===== src/rtl/dma_req_pkg.sv =====
package dma_req_pkg;

  typedef enum logic {
    ARB_IDLE = 1'b0,
    ARB_BUSY = 1'b1
  } arb_state_e;

endpackage


===== src/rtl/dma_req_sync.sv =====
module dma_req_sync #(
  parameter int W      = 2,
  parameter int STAGES = 2
) (
  input  logic         clk,
  input  logic         rst_n,
  input  logic [W-1:0] async_i,
  output logic [W-1:0] sync_o
);

  for (genvar b = 0; b < W; b++) begin : g_bit
    logic [STAGES-1:0] chain_q;

    always_ff @(posedge clk or negedge rst_n) begin
      if (!rst_n) begin
        chain_q <= '0;
      end else begin
        chain_q <= {chain_q[STAGES-2:0], async_i[b]};
      end
    end

    assign sync_o[b] = chain_q[STAGES-1];
  end

endmodule


===== src/rtl/dma_req_cond.sv =====
module dma_req_cond (
  input  logic clk,
  input  logic rst_n,
  input  logic lvl_i,
  input  logic en_i,
  input  logic edge_mode_i,
  input  logic edge_fall_i,
  input  logic take_i,
  output logic req_o
);

  logic prev_q;
  logic pend_q, pend_d;
  logic rise_hit, fall_hit, edge_hit;

  always_comb begin
    rise_hit = lvl_i & ~prev_q;
    fall_hit = ~lvl_i & prev_q;
    edge_hit = edge_fall_i ? fall_hit : rise_hit;

    pend_d = pend_q;
    if (take_i)   pend_d = 1'b0;
    if (edge_hit) pend_d = 1'b1;
    if (!en_i || !edge_mode_i) pend_d = 1'b0;

    req_o = en_i & (edge_mode_i ? pend_q : lvl_i);
  end

  always_ff @(posedge clk or negedge rst_n) begin
    if (!rst_n) begin
      prev_q <= 1'b0;
      pend_q <= 1'b0;
    end else begin
      prev_q <= lvl_i;
      pend_q <= pend_d;
    end
  end


  pend_src_chk: assert property (@(posedge clk) disable iff (!rst_n)
    $rose(pend_q) |-> $past(en_i && edge_mode_i));


  disabled_clear_chk: assert property (@(posedge clk) disable iff (!rst_n)
    !en_i |=> !pend_q);

endmodule


===== src/rtl/dma_req_arb.sv =====
module dma_req_arb
  import dma_req_pkg::*;
#(
  parameter int NUM_DMA = 2,
  parameter int NUM_SER = 4,
  localparam int TOT = NUM_DMA + NUM_SER,
  localparam int IDW = $clog2(TOT)
) (
  input  logic               clk,
  input  logic               rst_n,
  input  logic [TOT-1:0]     req_i,
  input  logic               dma_first_i,
  input  logic               done_i,
  output logic               grant_vld_o,
  output logic [IDW-1:0]     grant_id_o,
  output logic [NUM_DMA-1:0] take_o
);

  arb_state_e     state_q, state_d;
  logic [IDW-1:0] id_q, id_d;
  logic           dma_hit, ser_hit, any_hit;
  logic [IDW-1:0] dma_idx, ser_idx, win_id;

  always_comb begin
    dma_hit = 1'b0;
    dma_idx = '0;
    for (int i = NUM_DMA - 1; i >= 0; i--) begin
      if (req_i[i]) begin
        dma_hit = 1'b1;
        dma_idx = IDW'(i);
      end
    end
    ser_hit = 1'b0;
    ser_idx = '0;
    for (int i = NUM_SER - 1; i >= 0; i--) begin
      if (req_i[NUM_DMA + i]) begin
        ser_hit = 1'b1;
        ser_idx = IDW'(NUM_DMA + i);
      end
    end
    any_hit = dma_hit | ser_hit;
    if (dma_first_i) win_id = dma_hit ? dma_idx : ser_idx;
    else             win_id = ser_hit ? ser_idx : dma_idx;
  end

  always_comb begin
    state_d = state_q;
    id_d    = id_q;
    take_o  = '0;
    case (state_q)
      ARB_IDLE: begin
        if (any_hit) begin
          state_d = ARB_BUSY;
          id_d    = win_id;
          for (int c = 0; c < NUM_DMA; c++) begin
            if (win_id == IDW'(c)) take_o[c] = 1'b1;
          end
        end
      end
      default: begin
        if (done_i) state_d = ARB_IDLE;
      end
    endcase
  end

  always_ff @(posedge clk or negedge rst_n) begin
    if (!rst_n) begin
      state_q <= ARB_IDLE;
      id_q    <= '0;
    end else begin
      state_q <= state_d;
      id_q    <= id_d;
    end
  end

  assign grant_vld_o = (state_q == ARB_BUSY);
  assign grant_id_o  = id_q;


  grant_stable_chk: assert property (@(posedge clk) disable iff (!rst_n)
    (grant_vld_o && !done_i) |=> (grant_vld_o && $stable(grant_id_o)));


  grant_to_requester_chk: assert property (@(posedge clk) disable iff (!rst_n)
    $rose(grant_vld_o) |-> ((($past(req_i) >> grant_id_o) & TOT'(1)) != '0));


  take_onehot_chk: assert property (@(posedge clk) disable iff (!rst_n)
    $onehot0(take_o));

endmodule


===== src/rtl/dma_req_arbiter.sv =====
module dma_req_arbiter #(
  parameter int NUM_DMA     = 2,
  parameter int NUM_SER     = 4,
  parameter int SYNC_STAGES = 2,
  localparam int TOT = NUM_DMA + NUM_SER,
  localparam int IDW = $clog2(TOT)
) (
  input  logic               clk,
  input  logic               rst_n,
  input  logic [NUM_DMA-1:0] req_pin_i,
  input  logic [NUM_DMA-1:0] pin_en_i,
  input  logic [NUM_DMA-1:0] edge_mode_i,
  input  logic [NUM_DMA-1:0] edge_fall_i,
  input  logic               dma_first_i,
  input  logic [NUM_SER-1:0] ser_req_i,
  input  logic               done_i,
  input  logic               dev_access_i,
  output logic               grant_vld_o,
  output logic [IDW-1:0]     grant_id_o,
  output logic [NUM_DMA-1:0] ack_o
);

  logic [NUM_DMA-1:0] pin_sync;
  logic [NUM_DMA-1:0] dma_req;
  logic [NUM_DMA-1:0] take;

  dma_req_sync #(.W(NUM_DMA), .STAGES(SYNC_STAGES)) u_sync (
    .clk     (clk),
    .rst_n   (rst_n),
    .async_i (req_pin_i),
    .sync_o  (pin_sync)
  );

  for (genvar c = 0; c < NUM_DMA; c++) begin : g_chan
    dma_req_cond u_cond (
      .clk         (clk),
      .rst_n       (rst_n),
      .lvl_i       (pin_sync[c]),
      .en_i        (pin_en_i[c]),
      .edge_mode_i (edge_mode_i[c]),
      .edge_fall_i (edge_fall_i[c]),
      .take_i      (take[c]),
      .req_o       (dma_req[c])
    );

    assign ack_o[c] = dev_access_i & grant_vld_o & (grant_id_o == IDW'(c));
  end

  dma_req_arb #(.NUM_DMA(NUM_DMA), .NUM_SER(NUM_SER)) u_arb (
    .clk         (clk),
    .rst_n       (rst_n),
    .req_i       ({ser_req_i, dma_req}),
    .dma_first_i (dma_first_i),
    .done_i      (done_i),
    .grant_vld_o (grant_vld_o),
    .grant_id_o  (grant_id_o),
    .take_o      (take)
  );


  ack_onehot_chk: assert property (@(posedge clk) disable iff (!rst_n)
    $onehot0(ack_o));


  ser_no_ack_chk: assert property (@(posedge clk) disable iff (!rst_n)
    (grant_vld_o && (grant_id_o >= IDW'(NUM_DMA))) |-> (ack_o == '0));

endmodule


===== config.mk =====
export PLATFORM = sky130hd
export DESIGN_NAME = dma_req_arbiter
export DESIGN_NICKNAME = d
export VERILOG_FILES = /design/src/rtl/dma_req_pkg.sv /design/src/rtl/dma_req_sync.sv /design/src/rtl/dma_req_cond.sv /design/src/rtl/dma_req_arb.sv /design/src/rtl/dma_req_arbiter.sv
export SDC_FILE = /design/constraint.sdc
export NUM_CORES = 1
export LEC_CHECK = 0
export BUFFER_PORTS_ARGS = -buffer_cell sky130_fd_sc_hd__buf_2
export CAP_MARGIN = 40
export CORE_UTILIZATION = 41
export DETAILED_ROUTE_END_ITERATION = 8
export HOLD_SLACK_MARGIN = 0.15
export PLACE_DENSITY = 0.71
export SKIP_LAST_GASP = 1
export SYNTH_ARGS = -nofsm -noshare
export SYNTH_HDL_FRONTEND = slang
export SYNTH_SLANG_ARGS = --single-unit

===== constraint.sdc =====
create_clock -name clk -period 1.5 [get_ports clk]
set_clock_uncertainty 0.15 [all_clocks]
set_input_delay 0.15 -clock clk [delete_from_list [all_inputs] [get_ports clk]]
set_output_delay 0.15 -clock clk [all_outputs]
set_load 0.05 [all_outputs]

==> results of run 1 <==
repair_timing:
action	in CTS	in global routing
pin swaps	1	3
setup endpoints to repair	3	18
setup buffers	2	3
hold buffers	12	1
endpoints found under the hold margin	18	1
resized for setup	6	6
where the power goes:
part           total [mW]  leakage (nW)  internal (mW)  switching, mW
clock               0.263        0.0210          0.148          0.116
sequential          0.476         0.142          0.393         0.0829
combinational       0.680         0.305          0.255          0.425
critical path, delay by kind of cell (launching register included):
family,cells,cell delay [ns]
buffers and inverters,1,0.20
and+or+nand+nor,1,0.29
DFF,1,0.44
stage by stage:
stage               total power [mW]  instances   util  worst slack [ns]  instance area (µm²)
floorplan                      0.896         58      -            -0.116                  642
global placement                1.05         96  0.583            0.0172                  778
detailed placement              1.05         96  0.583           -0.0499                  778
CTS                             1.38        114  0.724          -0.00858                  966
global route                    1.51        115  0.746           -0.0806                  995
finish                          1.42        115  0.746          -0.00530                  995
kinds of logic after synthesis:
family | Yosys count | share of synthesized area
multiplexers | 5 | 0.0937
AO/OA/AOI/OAI | 17 | 0.200
buffers and inverters | 4 | 0.0250
flip-flops | 12 | 0.500
AND/OR/NAND/NOR | 20 | 0.181
state kept, by name, summed over array words and instances, names as in the netlist:
signal / flops
g_chan.u_cond.prev_q: 2
u_arb.grant_vld_o: 1
u_arb.grant_id_o: 3
g_chan.u_cond.pend_q: 2
u_sync.g_bit.chain_q: 4
layout make-up:
class	instances	area share
multi-input cells	42	0.347
repair buffers	38	0.277
inverters	4	0.0151
clock buffers	4	0.0365
flip-flops and latches	12	0.306
well taps	15	0.0189
final timing paths:
kind                                               to  slack, ns  cells past startpoint
hold / removal                g_chan[0].u_cond.pend_q       0.12                      3
hold reg to reg            u_sync.g_bit[0].chain_q[1]       0.20                      0
max in group asynchronous         u_arb.grant_id_o[0]       0.82                      2
min in group asynchronous           u_arb.grant_vld_o       0.15                      2
setup reg to reg                  u_arb.grant_id_o[2]       0.04                      4
setup / recovery                             ack_o[0]     -0.005                      2
layer usage:
layer  vias to the layer above  global-route usage
li1                        301                   -
met1                       283               0.208
met2                        23               0.508
met3                         4              0.0833
met4                         0              0.0750
met5                         -                   0
cell usage in the layout (no fill, tap or decap), types with 2 or more instances in the layout:
cell type,instances
a21oi_1,2
buf_2,19
buf_4,6
buf_6,2
clkbuf_4,3
dfrtp_1,9
dfrtp_2,3
dlygate4sd3_1,10
inv_1,2
inv_2,2
nand2_1,4
nand2b_1,2
nor2_1,7
nor4_4,3
o211ai_1,2
o21ai_0,3
o22ai_1,2
==> results.toml, run 1 <==
[finish]
area_growth_pct = 65.6
layout-drive-gt1-share = 0.470
layout.nets = 118
multi_input_area_um2 = 345
seqCellArea_um2 = 304
num_antenna_cells = 0
fillers = 100

[grt]
grt_max_degree = 13
grt_pass1_vias = 595
antenna_found_initial = 0
groute.usage.overall = 0.244
grt_pass1_wl_um = 2440
grt_overflow_total = 0

[flow_run]
max-cap-violations = 0

[worst_setup_path]
cp_slowest_cell = "dfrtp_2"
cp-end-kind = "primary output"
arrival_ns = 1.21
cp-start-kind = "flip-flop"
crit_required_ns = 1.20
cp_slowest_stage_delay_ns = 0.44
cp-startpoint = "u_arb.grant_id_o[1]"
worst-path-max-fanout = 3
crit_path_cell_trace = "nor4_4 > buf_6"
critPathKind = "reg -> out"
r2r-start = "u_sync.g_bit[0].chain_q[1]"

[power]
leakage_nw = 0.468
p_per_area_nw_per_um2 = 1430
vdd_ir_drop_max_uv = 812

[placed_design]
dp_hpwl_um = 1080
place_congestion = 0.767
io_buffers = 22

[timing]
period_share = 1.00
period_needed_ns = 1.51
hold_viol = 0
max_slew_margin = 0.816
setup_violations = 2
slew_violations = 0
worstMarginPinSlew_ns = 0.274
fmax_ghz = 0.664
fin_setup_tns_ns = -0.00926
grt_setup_unrepaired = "yes"
hold_slack_ns = 0.122
worst_slack_ns = -0.00530

[drt]
met1Wirelength_um = 594
wl_met2_um = 953
wl_met3_um = 77
postRouteAntennaNets = 0
drt_iter0_markers = 10
first_pass_iters = 4
vias = 611
drt-wirelength-per-cell_um = 14.4
top_layer = "met4"
drc = 0
drt_wl_total_um = 1650
via_per_inst = 5.31

[synthesis]
syn-num-nets = 75
yosysTopAreaCellShare = 0.500
yosys_warnings = 0
seq_area_frac_synth = 0.500
syn_area_um2 = 601
async_flop_share = 1.00
synth_common_cells = "dfrtp_1, nor2_1, nand2_1, inv_1"
yosys.area.top_type = "dfrtp_1"
synth_edf_count = 0
synth_most_common_cell = "dfrtp_1"
synth.distinct_cells = 25
yosys_register_bits = 12
synth_ff_type = "dfrtp_1"
ys_top_cells_by_area = "dfrtp_1, mux2i_1, nor2_1"
syn_avg_cell_area_um2 = 10.4
synth_cells = 58

[die]
coreArea_um2 = 1330
dieArea_um2 = 1620
row_count = 13
initial_core_util = 0.450
die_x_um = 40.3
ioPinCount = 23
die_h_um = 40.3

[clock_tree]
clk_path_buf_depth = 2
clock_latency_ns = 0.28
clkTransAtPathRegs_ns = 0.08
cts_tree = "yes"
cts-root-buf = "clkbuf_4"
htreeDepth = 1
cts-buffers-inserted = 3
cts_sinks = 12

[hold_path]
hp-start = "pin_en_i[0]"
hp-class = "in -> reg"

[status]
outcome = "finished, violations left"
violations = "setup timing"
(Power assumes the default switching activity.)
==> run 2: changes to the inputs <==
--- a/config.mk
+++ b/config.mk
@@ -6,7 +6,7 @@
 export NUM_CORES = 1
 export LEC_CHECK = 0
 export BUFFER_PORTS_ARGS = -buffer_cell sky130_fd_sc_hd__buf_2
-export CAP_MARGIN = 40
+export CAP_MARGIN = 20
 export CORE_UTILIZATION = 41
 export DETAILED_ROUTE_END_ITERATION = 8
 export HOLD_SLACK_MARGIN = 0.15
@@ -15,3 +15,4 @@
 export SYNTH_ARGS = -nofsm -noshare
 export SYNTH_HDL_FRONTEND = slang
 export SYNTH_SLANG_ARGS = --single-unit
+export TNS_END_PERCENT = 20
==> results.toml, run 2 (synthesis results as in run 1) <==
[drt]
via_per_inst = 5.14
first_pass_iters = 5
drt_wl_total_um = 1580
postRouteAntennaNets = 0
drc = 0
drt-wirelength-per-cell_um = 14.0
drt_iter0_markers = 10
vias = 581

[worst_setup_path]
crit_path_cell_trace = "nand2_4 > nor4_4 > buf_6"
cp_slowest_stage_delay_ns = 0.40
cp-start-kind = "flip-flop"
arrival_ns = 1.24
crit_required_ns = 1.20
cp_slowest_cell = "dfrtp_2"
worst-path-max-fanout = 2
cp-end-kind = "primary output"
critPathKind = "reg -> out"

[status]
outcome = "finished, violations left"
violations = "setup timing"

[finish]
layout-drive-gt1-share = 0.418
multi_input_area_um2 = 327
largest_reg_flops = 4
fillers = 110
top_register = "u_sync.g_bit.chain_q"
seqCellArea_um2 = 304
num_antenna_cells = 0
layout.nets = 116
area_growth_pct = 59.2
final_common_cell = "buf_2"
fin_area_um2 = 956
final_cell_mix = "buf_2, dlygate4sd3_1, dfrtp_1"

[placed_design]
dpl_cell_area_um2 = 778
dp_hpwl_um = 1080
io_buffers = 22
place_congestion = 0.767

[die]
die_x_um = 40.3
row_count = 13
ioPinCount = 23
die_h_um = 40.3
initial_core_util = 0.450
dieArea_um2 = 1620
coreArea_um2 = 1330

[timing]
fin_setup_tns_ns = -0.0610
max_slew_margin = 0.814
setup_violations = 3
period_needed_ns = 1.54
period_share = 1.03
worst_slack_ns = -0.0428
fmax_ghz = 0.648
slew_violations = 0
worstMarginPinSlew_ns = 0.271
grt_setup_unrepaired = "yes"
hold_viol = 0

[power]
pwr-share-clk = 0.192
swShare = 0.443
p_per_area_nw_per_um2 = 1440
netSwitchingPower_mw = 0.612
power.total_mw = 1.38
vdd_ir_drop_max_uv = 806
pwr-share-comb = 0.458
p_int_mw = 0.769
leakage_nw = 0.448
p_seq_frac = 0.350

[grt]
grt_pass1_wl_um = 2440
grt_max_degree = 13
antenna_found_initial = 0
groute.usage.overall = 0.244
grt_overflow_total = 0
grt_pass1_vias = 593

[hold_path]
hp-class = "in -> async"

[clock_tree]
cts-buffers-inserted = 3
cts-root-buf = "clkbuf_4"
clk_path_buf_depth = 2
htreeDepth = 1
cts_tree = "yes"
clock_latency_ns = 0.28
clkTransAtPathRegs_ns = 0.08
cts_sinks = 12

[flow_run]
max-cap-violations = 0
run 2: cell count changes in the layout (fill, tap and decap cells not counted), sizes merged:
| cell | delta |
|---|---|
| dlygate4sd3 | +1 |
| dlymetal6s4s | -1 |
| buf | -2 |
run 2: what timing repair did:
item / CTS / global route
setup endpoints to repair: 3 / 18
pin swaps: 0 / 0
cloned: 0 / 0
hold buffers: 12 / 0
endpoints found under the hold margin: 18 / 0
gates resized for setup: 5 / 0
setup buffers: 2 / 0
run 2: cell type report:
cell class                 instances  area share
multi-input combinational         42       0.342
sequential                        12       0.318
timing repair buffer              36       0.267
clock buffer                       4      0.0380
tap                               15      0.0196
inverter                           4      0.0157
run 2: worst max-delay path: cells and delay by family, from the launching register on:
family	cells	cell delay, ns
AND/OR/NAND/NOR	2	0.37
flip-flops	1	0.40
buffers and inverters	1	0.20
run 2: final timing paths:
path	from	endpoint	slack (ns)	depth (start not counted)
setup reg to reg	u_arb.grant_vld_o	g_chan[0].u_cond.pend_q	0.02	5
max in group asynchronous	rst_n	u_arb.grant_id_o[0]	0.82	2
hold reg to reg	u_sync.g_bit[0].chain_q[0]	u_sync.g_bit[0].chain_q[1]	0.20	0
min in group clk	u_sync.g_bit[0].chain_q[0]	u_sync.g_bit[0].chain_q[1]	0.20	0
hold / removal	rst_n	g_chan[0].u_cond.prev_q	0.15	2
setup / recovery	u_arb.grant_vld_o	ack_o[0]	-0.04	3
run 2: per-layer routing:
layer / GRT usage / vias up / part of all wire
met5: 0 / - / 0
met4: 0.0750 / 0 / 0
li1: - / 291 / -
met2: 0.508 / 17 / 0.60
met3: 0.0833 / 0 / 0.044
met1: 0.208 / 273 / 0.36
run 2: power groups by stage:
stage	logic, mW	clock network [mW]	registers, mW
after global placement	0.557	0	0.493
after CTS	0.631	0.267	0.480
after detailed placement	0.560	0	0.495
after floorplan	0.228	0	0.667
after global routing	0.683	0.294	0.494
final	0.633	0.265	0.484
run 2: per-stage QoR:
step	setup slack (ns)	hold WS (ns)	cells	util
2_1_floorplan	-0.116	-0.296	58	-
3_3_place_gp	0.0172	-0.113	96	0.583
3_5_place_dp	-0.0499	-0.111	96	0.583
4_1_cts	-0.0140	0.207	114	0.724
5_1_grt	-0.112	0.184	113	0.717
6_report	-0.0428	0.153	113	0.717
